## config.mk

```make
export PLATFORM = sky130hd
export DESIGN_NAME = lb_test_reg
export DESIGN_NICKNAME = d
export VERILOG_FILES = /design/src/rtl/lb_pkg.sv /design/src/rtl/lb_sync.sv /design/src/rtl/lb_strobe.sv /design/src/rtl/lb_store.sv /design/src/rtl/lb_test_reg.sv
export SDC_FILE = /design/constraint.sdc
export NUM_CORES = 1
export LEC_CHECK = 0
export ABC_AREA = 1
export BUFFER_PORTS_ARGS = -buffer_cell sky130_fd_sc_hd__buf_2
export CORE_ASPECT_RATIO = 1.4
export CORE_MARGIN = 5
export CORE_UTILIZATION = 48
export DETAILED_ROUTE_END_ITERATION = 6
export PLACE_DENSITY = 0.7
export REMOVE_ABC_BUFFERS = 1
export SETUP_SLACK_MARGIN = 0.4
export SKIP_CTS_REPAIR_TIMING = 1
export SYNTH_ARGS = -nofsm -noshare
export SYNTH_HDL_FRONTEND = slang
export SYNTH_SLANG_ARGS = --single-unit
```

## constraint.sdc

```tcl
create_clock -name clk -period 1.6 [get_ports clk]
set_input_delay 0.32 -clock clk [delete_from_list [all_inputs] [get_ports clk]]
set_output_delay 0.32 -clock clk [all_outputs]
set_load 0.1 [all_outputs]
```

## src/rtl/lb_pkg.sv

```systemverilog
package lb_pkg;
    localparam int unsigned LB_DATA_W = 32;
    localparam int unsigned LB_ADDR_W = 24;

    typedef logic [LB_DATA_W-1:0] lb_word_t;
    typedef logic [LB_ADDR_W-1:0] lb_addr_t;

    // One sampled view of the host bus
    typedef struct packed {
        logic     cs;
        logic     we;
        logic     oe;
        lb_addr_t addr;
        lb_word_t data;
    } lb_bus_t;

    // What a committed write stores
    typedef enum logic {
        LB_SRC_DATA = 1'b0,
        LB_SRC_ADDR = 1'b1
    } lb_src_e;

    function automatic lb_src_e lb_pick_src(input lb_addr_t a);
        return (a == '0) ? LB_SRC_DATA : LB_SRC_ADDR;
    endfunction

    function automatic lb_word_t lb_widen_addr(input lb_addr_t a);
        return {{(LB_DATA_W-LB_ADDR_W){1'b0}}, a};
    endfunction
endpackage

```

## src/rtl/lb_sync.sv

```systemverilog
module lb_sync #(
    parameter int unsigned WIDTH  = 8,
    parameter int unsigned STAGES = 2
) (
    input  logic             clk,
    input  logic             rst,
    input  logic [WIDTH-1:0] din,
    output logic [WIDTH-1:0] dout
);
    logic [WIDTH-1:0] chain [STAGES];

    always_ff @(posedge clk) begin
        if (rst) chain[0] <= '0;
        else     chain[0] <= din;
    end

    for (genvar s = 1; s < STAGES; s++) begin : g_stage
        always_ff @(posedge clk) begin
            if (rst) chain[s] <= '0;
            else     chain[s] <= chain[s-1];
        end
    end

    assign dout = chain[STAGES-1];
endmodule

```

## src/rtl/lb_strobe.sv

```systemverilog
module lb_strobe (
    input  logic clk,
    input  logic rst,
    input  logic cs_s,
    input  logic we_s,
    output logic commit
);
    logic we_prev;

    always_ff @(posedge clk) begin
        if (rst) we_prev <= 1'b0;
        else     we_prev <= we_s;
    end

    assign commit = cs_s & we_s & ~we_prev;

    // a held strobe yields one commit, never two in a row
    a_r5_single_commit: assert property (@(posedge clk) disable iff (rst)
        commit |=> !commit);
endmodule

```

## src/rtl/lb_store.sv

```systemverilog
module lb_store
    import lb_pkg::*;
(
    input  logic     clk,
    input  logic     rst,
    input  logic     commit,
    input  lb_addr_t waddr,
    input  lb_word_t wdata,
    output lb_word_t value
);
    lb_src_e  src;
    lb_word_t next_val;

    always_comb begin
        src = lb_pick_src(waddr);
        unique case (src)
            LB_SRC_DATA: next_val = wdata;
            LB_SRC_ADDR: next_val = lb_widen_addr(waddr);
            default:     next_val = wdata;
        endcase
    end

    always_ff @(posedge clk) begin
        if (rst)         value <= '0;
        else if (commit) value <= next_val;
    end

    a_r1_reset_clear: assert property (@(posedge clk)
        rst |=> (value == '0));

    a_r2_data_capture: assert property (@(posedge clk) disable iff (rst)
        (commit && waddr == '0) |=> (value == $past(wdata)));

    a_r3_addr_capture: assert property (@(posedge clk) disable iff (rst)
        (commit && waddr != '0) |=>
            (value[LB_ADDR_W-1:0] == $past(waddr)) &&
            (value[LB_DATA_W-1:LB_ADDR_W] == '0));

    a_r6_hold_value: assert property (@(posedge clk) disable iff (rst)
        !commit |=> $stable(value));
endmodule

```

## src/rtl/lb_test_reg.sv

```systemverilog
module lb_test_reg
    import lb_pkg::*;
#(
    parameter int unsigned SYNC_STAGES = 2
) (
    input  logic                 clk,
    input  logic                 rst,
    input  logic                 bus_cs,
    input  logic                 bus_we,
    input  logic                 bus_oe,
    input  logic [LB_ADDR_W-1:0] bus_addr,
    input  logic [LB_DATA_W-1:0] bus_wdata,
    output logic [LB_DATA_W-1:0] bus_rdata,
    output logic                 bus_rdata_oe
);
    localparam int unsigned BUS_BITS = $bits(lb_bus_t);

    lb_bus_t  raw_bus;
    lb_bus_t  syn_bus;
    logic     commit;
    lb_word_t value;

    assign raw_bus = '{cs: bus_cs, we: bus_we, oe: bus_oe,
                       addr: bus_addr, data: bus_wdata};

    lb_sync #(.WIDTH(BUS_BITS), .STAGES(SYNC_STAGES)) sync_i (
        .clk  (clk),
        .rst  (rst),
        .din  (raw_bus),
        .dout (syn_bus)
    );

    lb_strobe strobe_i (
        .clk    (clk),
        .rst    (rst),
        .cs_s   (syn_bus.cs),
        .we_s   (syn_bus.we),
        .commit (commit)
    );

    lb_store store_i (
        .clk    (clk),
        .rst    (rst),
        .commit (commit),
        .waddr  (syn_bus.addr),
        .wdata  (syn_bus.data),
        .value  (value)
    );

    always_comb begin
        bus_rdata_oe = syn_bus.cs & syn_bus.oe;
        bus_rdata    = bus_rdata_oe ? value : '0;
    end

    // pads stay released whenever the synchronized select is low
    a_r7_pads_idle: assert property (@(posedge clk) disable iff (rst)
        !syn_bus.cs |-> (!bus_rdata_oe && bus_rdata == '0));

    // read data tracks the register, not the read address
    a_r4_read_any_addr: assert property (@(posedge clk) disable iff (rst)
        (bus_rdata_oe && $past(bus_rdata_oe) && !$past(commit) && !commit)
            |-> $stable(bus_rdata));
endmodule

```

Word-level counts from Yosys, hierarchy flattened
Memories as Yosys holds them, arrays and structs flattened.
Cells that the tools add are included.
Storage, ports and cells
  bits in writable memories: 118
  logic and storage cells: 18
  bits in latches: 0
  bits in read-only memories: 0
  input port bits: 61
  flip-flop bits (word level): 33
  memories kept: 1
Operators by class
  multiplexer cells: 8
  add/subtract/negate cells: 0
  shift operators: 0
  reductions and logical operators: 1
  equal/unequal tests: 0
  bitwise gates (word level): 6
  order comparisons: 0
  multipliers: 0
  div/mod/pow operators: 0
Memories
  sync_i.chain: words 2, bits a word 59, read ports 2, clocked after memory_dff 0, write ports 2, RTL line lb_sync.sv:10  | logic [WIDTH-1:0] chain [STAGES];
Operators with widths (count)
  $mux 59: 2
  $pmux 32 s2: 1
  $mux 32: 1
  $logic_not 24->1: 1
  $mux 1: 4
  $and 1x1->1: 3
  $or 1x1->1: 2
  $not 1->1: 1

Longest topological paths before layout
Gate-level depths: netlist of the first run.
  word-level depth: 3
  gate-level depth with buffers: 6

By module
A second synthesis of the first run with hierarchy kept.
Unflattened totals
  cells, all modules: 634
  area, all modules: 5211.2 um^2
Modules (own cells, without submodules)
  lb_sync: area each 3338.2 um^2, cells an instance 367, times used 1
  lb_store: area each 1478.9 um^2, cells an instance 193, times used 1
  lb_test_reg: area each 356.6 um^2, cells an instance 69, times used 1
  lb_strobe: area each 37.5 um^2, cells an instance 5, times used 1

Worst setup path after synthesis of the first run
Ideal clock, no wire load.
  path type: register to output
  start point: memory sync_i.chain[1][58] (netlist name)
  end point: output port bus_rdata[22]
  arrival: 1890 ps
  setup slack: -610 ps
  data required time: 1280 ps
  cell stages (with the launch flop): 4
  buffers on the path: 1
  cell sequence: dfxtp_1 > nand2_1 > clkbuf_1 > nor2_1
RTL lines
  start: declaration: RTL line lb_sync.sv:10
  end: declaration: RTL line lb_test_reg.sv:13  | output logic [LB_DATA_W-1:0] bus_rdata,

==> flow_summary.ini, run 1 <==
[status]
status = finished, violations left
violations = negative setup slack

[critical_path]
required_ps = 1280
worstSetupEndpoint = bus_rdata[18]
path_class = register to primary output
startpoint = sync_i.chain[1][58]
worst-r2r-setup-slack_ps = 130
cp_max_fo = 8
startpoint_type = register
arrival_ps = 1360
r2r-start = sync_i.chain[1][58]
cp-end-kind = primary output
reg2reg_depth = 8
r2r_end = store_i.value[26]

[layout]
layout-drive-gt1-share_pct = 26.6
area_delta_synth_final_pct = 45.4
antenna_cells = 0
post-route-util_pct = 71.2
final_common_cell = nor2_1
num-fill-cells = 726
fin_nets = 806
fin_cells = 895
final_cell_mix = nor2_1, inv_1, dfxtp_1, buf_2, buf_12

[floorplan]
core_area_sq_mm = 0.0104
num_rows = 44
die-area_sq_mm = 0.0128
die_y_microns = 132
start_util_pct = 48.9
io_pins = 94
die_w_microns = 97.0

[grt]
grt_max_degree = 78
overflow = 0
grt_pass1_wl_microns = 17200
first_global_vias = 4005
grt_antenna_before_repair = 0
track_usage_pct = 16.6

[sta]
timing.final.ws_setup_ps = -80.1
hold_viol = 0
fin_skew_ps = 6.73
tightest_slew_ps = 376
period_minus_slack_ps = 1680
period_share_pct = 105
rsz0062_at_grt = true
fmax_ghz = 0.595
hold_ws_ps = 105
report.final.setup_viol = 31
slew_headroom_pct = 74.9
slew_viol_final = 0

[logic_synthesis]
yosysUniqueCellTypes = 14
yosysWarnings = 0
syn_avg_cell_area_sq_um = 8.03
ys_ff_latch = 151
netlist_area_sq_mm = 0.00509
yosysTopAreaCell = dfxtp_1
ys_seq_area_share_pct = 59.4
synth.area.top_cells = dfxtp_1, nor2_1, inv_1, nand4_1, a21oi_1
syn-instance-count = 634
yosysTopAreaCellShare_pct = 59.4

[placement]
numPortBuffers = 93
place_hpwl_microns = 6680
routabilityCongestion = 0.791
preCtsSetupSlack_ps = 164
dp_cells = 843

[cts]
cts.sinks = 151
cts_tree = built
insertion_delay_ps = 410
clock_path_buffers = 2
path_clk_slew_ps = 60
htreeDepth = 4
numCtsBuffers = 17
clockRootBuffer = clkbuf_16

[hold_path]
worstHoldStart = bus_wdata[25]
min_path_type = primary input to register
hold_depth = 3

[routing]
drc_errors = 0
vias = 4195
drtIter0Drc = 226
dr.pass1.iters = 6
wirelength_microns = 12300
ant_nets = 0
wire_per_inst_microns = 13.8
vias_per_cell = 4.69

[job]
drv_cap = 0

[pwr]
finalPower_uw = 8610
p_leak_uw = 0.00331
peakVddDrop_v = 0.00104
p_per_area_mw_per_mm2 = 1160
-- logic make-up (layout without fill, tap and decap cells) --
kind of cell / Yosys count / after routing / share of synthesized area (%)
buffers and inverters: 188 / 311 / 15.3
and+or+nand+nor: 231 / 231 / 19.0
AOI/OAI and AO/OA: 64 / 64 / 6.29
DFF: 151 / 151 / 59.4
-- Yosys cell counts --
| master | instances |
|---|---|
| clkbuf_1 | 9 |
| inv_1 | 154 |
| nor2_4 | 2 |
| a21oi_1 | 32 |
| o21ai_0 | 32 |
| buf_1 | 1 |
| nand2_1 | 8 |
| buf_6 | 6 |
| nor2_2 | 2 |
| nand4_1 | 32 |
| buf_4 | 3 |
| buf_2 | 15 |
| nor2_1 | 187 |
| dfxtp_1 | 151 |
-- registers in the layout (all words and copies together) (netlist names) --
| register | flops |
|---|---|
| store_i.value | 32 |
| strobe_i.we_prev | 1 |
| sync_i.chain | 118 |
-- area by class of cell --
cell class	count	area (sq um)	area share (%)
clock buffer	22	474	6.40
clock inverter	9	148	1.99
inverter	154	582	7.86
multi-input combinational	295	1560	21.0
sequential	151	3030	40.9
tap	138	173	2.33
timing repair buffer	125	1430	19.4
timing repair inverter	1	7.51	0.101
-- metal layers --
layer | GRT usage (%) | wire length [microns] | vias to the layer above
li1 | - | - | 2090
met1 | 16.2 | 4600 | 1919
met2 | 30.3 | 6630 | 149
met3 | 5.98 | 677 | 37
met4 | 8.59 | 437 | 0
met5 | 0 | 0 | -
-- where the power goes --
group | switching (uW) | internal (uW) | total (uW)
sequential | 54.2 | 3910 | 3970
combinational | 321 | 204 | 524
clock | 1410 | 2710 | 4120
-- per-stage QoR --
stage                     setup TNS, ps  cell area, sq um
after global placement                0              6140
after detailed placement              0              6140
after floorplan                  -33390              4890
final                             -1780              7400
after CTS                         -7390              6770
after global routing              -3490              7400
-- worst min-delay path by stage --
stage | to | slack (ps)
floorplan | sync_i.chain[1][0] | 390
CTS | sync_i.chain[0][45] | 90
global route | sync_i.chain[0][25] | 90
finish | sync_i.chain[0][25] | 110
detailed placement | sync_i.chain[1][4] | 390
global placement | sync_i.chain[1][26] | 390
-- critical path, cell delays in order (launching register included) --
cell,delay [ps]
dfxtp_4,370
nand2_8,90
clkbuf_16,190
nor2_4,120
buf_12,180
No activity file was read; power rests on OpenSTA's default activity.
==> inputs of run 2 (changes only) <==
- CORE_MARGIN: 5 -> not set
==> run 2 against run 1 <==
Net effect: the flow still finishes with violations (negative setup slack); sequential power barely moved; clock power rose by 9.2%; first-iteration DRC count rose by 51%; utilization rose by 1.6 points; non-clock buffer count did not move; setup slack got worse by 25 ps; routed wire length rose by 6.2%; critical path depth did not move; flip-flop and latch count did not move; maximum frequency fell by 1.5%; sequential share of layout area fell by 0.68 points; design area rose by 1.7%; largest cell class unchanged.
==> flow_summary.ini, run 2 (synthesis gave the netlist of run 1 again) <==
[floorplan]
core_area_sq_mm = 0.0103
die_w_microns = 89.0
die_y_microns = 124
io_pins = 94
num_rows = 44
die-area_sq_mm = 0.0110
start_util_pct = 49.2

[sta]
slew_headroom_pct = 71.4
period_minus_slack_ps = 1710
slew_viol_final = 0
fmax_ghz = 0.587
hold_ws_ps = 100
hold_viol = 0
fin_skew_ps = 9.32
timing.final.ws_setup_ps = -105
tightest_slew_ps = 429
rsz0062_at_grt = true
report.final.setup_viol = 33
period_share_pct = 107

[status]
status = finished, violations left
violations = negative setup slack

[critical_path]
path_class = register to primary output
cp-end-kind = primary output
r2r_end = store_i.value[4]
required_ps = 1280
startpoint_type = register
r2r-start = sync_i.chain[1][32]
worst-r2r-setup-slack_ps = 230
reg2reg_depth = 7
cp_max_fo = 12
arrival_ps = 1390

[hold_path]
hold_depth = 3
min_to = sync_i.chain[0][29]
min_path_type = primary input to register
worstHoldStart = bus_wdata[29]

[routing]
drc_errors = 0
drtIter0Drc = 342
dr.pass1.iters = 5
wirelength_microns = 13100
ant_nets = 0
vias_per_cell = 4.79
vias = 4291
wire_per_inst_microns = 14.6

[placement]
numPortBuffers = 93
routabilityCongestion = 0.779
placed_area_sq_mm = 0.00614
dp_cells = 842
place_hpwl_microns = 6290

[layout]
final_cell_mix = inv_1, nor2_1, dfxtp_1, buf_2, buf_12
layout-drive-gt1-share_pct = 29.2
fin_area_sq_mm = 0.00753
fin_nets = 806
final_common_cell = inv_1
top_register = sync_i.chain
largest_register_ffs = 118
post-route-util_pct = 72.8
area_delta_synth_final_pct = 47.9
antenna_cells = 0
fin_cells = 895
top_regs = sync_i.chain x118, store_i.value x32, strobe_i.we_prev x1

[cts]
clockRootBuffer = clkbuf_16
cts.sinks = 151
htreeDepth = 4
numCtsBuffers = 17
cts_tree = built
clock_path_buffers = 2
path_clk_slew_ps = 60
insertion_delay_ps = 420

[pwr]
p_per_area_mw_per_mm2 = 1210
p_leak_uw = 0.00335
peakVddDrop_v = 0.000922
finalPower_uw = 9140

[job]
drv_cap = 0

[grt]
grt_antenna_before_repair = 0
grt_max_degree = 77
track_usage_pct = 19.8
overflow = 0
first_global_vias = 3720
grt_pass1_wl_microns = 16300
==> run 2: changes by cell type in the layout (fill, tap and decap cells not counted), moves of 3 or more <==
cell and delta:
dfxtp_1 -5, a21oi_2 +8, a21oi_1 -8, dfxtp_2 +7
o21ai_0 +19, buf_8 -3, nor2_2 +4, nor2_1 -9
nor2_4 +5, clkinv_2 -3, o21ai_1 -18
==> run 2: worst max-delay path by stage <==
stage                        start                to  slack, ps  cells after the start
2_1_floorplan  sync_i.chain[1][58]      bus_rdata[0]       -870                      2
3_3_place_gp   sync_i.chain[1][58]     bus_rdata[18]        240                      4
3_5_place_dp   sync_i.chain[1][51]  store_i.value[3]        200                      6
4_1_cts        sync_i.chain[1][58]     bus_rdata[18]       -240                      4
5_1_grt        sync_i.chain[1][58]      bus_rdata[2]       -130                      4
6_report       sync_i.chain[1][58]      bus_rdata[3]       -110                      4
==> run 2: cell type report <==
type                    instances  area, sq um
multi-input cells             295         1620
flip-flops and latches        151         3030
clock inverters                 8          193
well taps                     138          173
clock buffers                  23          478
fillers                       699         2820
repair inverters                1         7.51
inverters                     154          582
repair buffers                125         1450
==> run 2: worst max-delay path, cell delays in order, from the launching register on <==
cell,delay [ps]
dfxtp_2,350
nand2_4,110
buf_12,190
nor2_4,120
buf_12,180
==> run 2: power breakdown <==
group          internal (uW)  total (uW)  switching (uW)
sequential              3910        3970            58.1
combinational            298         672             374
clock                   3040        4500            1460
total                   7250        9140            1890
==> run 2: metal layers <==
layer | track usage, % | vias up | part of all wire [%]
met4 | 9.52 | 0 | 2.5
met3 | 5.96 | 27 | 4.7
met1 | 21.2 | 2017 | 38
li1 | - | 2086 | -
met5 | 0 | - | 0
met2 | 35.2 | 161 | 55
==> run 2: stage by stage <==
step	TNS, ps	setup WS [ps]
finish	-2440	-105
global route	-3350	-127
CTS	-5180	-242
detailed placement	0	202
global placement	0	238
floorplan	-33390	-867
==> inputs of run 3 (changes only) <==
- RECOVER_POWER: not set -> 50
==> run 3 against run 2 <==
Net effect: the flow finishes with violations (design-rule violations, negative setup slack); die area unchanged; first-iteration DRC count decreased by 2.6%; final cell count unchanged; register-to-register slack got worse by 20 ps; non-clock buffer count unchanged; flip-flop and latch count unchanged; maximum frequency about the same; routed wire length decreased by 0.35%; critical path type unchanged; setup slack improved by 1.5 ps; worst hold slack about the same; global-route usage unchanged; combinational power decreased by 1%.
==> flow_summary.ini, run 3 (synthesis gave the netlist of run 1 again) <==
[status]
status = finished, violations left
violations = design-rule violations, negative setup slack

[grt]
first_global_vias = 3720
overflow = 0
grt_pass1_wl_microns = 16300
use_met1_pct = 21.2
grt_antenna_before_repair = 0
busiest_layer = met2
met3_usage_pct = 5.96
met2_usage_pct = 35.2
track_usage_pct = 19.8
grt_max_degree = 77

[pwr]
p_per_area_mw_per_mm2 = 1220
power_switching_share_pct = 20.7
power.switching_uw = 1890
pwr-share-comb_pct = 7.3
internal-power_uw = 7250
p_leak_uw = 0.00334
pwr-share-clk_pct = 49.2
p_seq_share_pct = 43.5
peakVddDrop_v = 0.000928

[sta]
fmax_ghz = 0.587
period_share_pct = 106
rsz0062_at_grt = true
timing.setup.tns_ps = -2350
fin_skew_ps = 5.12
tightest_slew_ps = 1390
hold_viol = 0
period_minus_slack_ps = 1700
hold_ws_ps = 101
slew_headroom_pct = 7.35
slew_viol_final = 0
timing.final.ws_setup_ps = -104
report.final.setup_viol = 33

[critical_path]
crit_family = buffers and inverters
startpoint = sync_i.chain[1][58]
path_class = register to primary output
arrival_ps = 1380
crit_chain = nand2_4, buf_12, nor2_4, buf_12
cp_max_fo = 12
crit_path_frequent_cell = buf_12
required_ps = 1280
slowest_stage = dfxtp_2
startpoint_type = register
critPathMaxStageDelay_ps = 340
cp-end-kind = primary output
path_buf_inv = 2
r2r-start = sync_i.chain[1][32]

[floorplan]
start_util_pct = 49.2
die_w_microns = 89.0
num_rows = 44
core_area_sq_mm = 0.0103
io_pins = 94
die_y_microns = 124
die-area_sq_mm = 0.0110

[routing]
drc_errors = 1
vias_per_cell = 4.75
drtIter0Drc = 333
dr.pass1.iters = 7
wirelength_microns = 13100
wire_per_inst_microns = 14.6
vias = 4255
ant_nets = 0

[cts]
clock_path_buffers = 2
cts.sinks = 151
path_clk_slew_ps = 60
clockRootBuffer = clkbuf_16
htreeDepth = 4
cts_tree = built
numCtsBuffers = 17
insertion_delay_ps = 420

[job]
drv_cap = 0

[layout]
antenna_cells = 0
top_register = sync_i.chain
top_regs = sync_i.chain x118, store_i.value x32, strobe_i.we_prev x1
area_delta_synth_final_pct = 47.6
layout-drive-gt1-share_pct = 29.1
final_cell_mix = inv_1, nor2_1, dfxtp_1, buf_2
fin_nets = 806
largest_register_ffs = 118
final_common_cell = inv_1

[placement]
place_hpwl_microns = 6290
routabilityCongestion = 0.779
numPortBuffers = 93

[hold_path]
worstHoldStart = bus_wdata[29]
min_path_type = primary input to register
run 3: worst min-delay path, stage by stage:
cell    delay [ps]
buf_2           70
inv_1           30
nor2_1          60
run 3: path summary, 6_finish.rpt:
| path | endpoint | slack (ps) | depth (start not counted) |
|---|---|---|---|
| setup / recovery | bus_rdata[3] | -100 | 4 |
| hold / removal | sync_i.chain[0][29] | 100 | 3 |
| setup reg to reg | store_i.value[4] | 210 | 7 |
| hold reg to reg | sync_i.chain[1][54] | 390 | 2 |
run 3: power by group through the flow:
stage                     Sequential [uW]  Clock (uW)  Combinational [uW]
after floorplan                      4030           0                 219
after global placement               4030           0                 445
after detailed placement             4040           0                 457
after CTS                            3960        4480                 464
after global routing                 3980        4680                 712
final                                3970        4500                 665
run 3: routing by layer:
metal	vias up	wire (microns)
met4	0	368
met5	-	0
met2	154	7210
met1	1986	4930
li1	2083	-
met3	32	545
run 3: through the flow:
stage | setup WS [ps] | instances | total power, uW | area, sq um | utilization (%)
after floorplan | -867 | 600 | 4250 | 4890 | -
after global placement | 238 | 842 | 4480 | 6140 | 59.4
after detailed placement | 202 | 842 | 4500 | 6140 | 59.4
after CTS | -242 | 873 | 8910 | 6820 | 65.8
after global routing | -127 | 895 | 9370 | 7510 | 72.6
final | -104 | 895 | 9130 | 7510 | 72.6
run 3: area by class of cell:
type,count,area (sq um)
Clock buffer,23,478
Clock inverter,8,193
Fill cell,703,2840
Inverter,154,582
Multi-Input combinational cell,295,1620
Sequential cell,151,3030
Tap cell,138,173
Timing Repair Buffer,125,1430
Timing Repair inverter,1,7.51
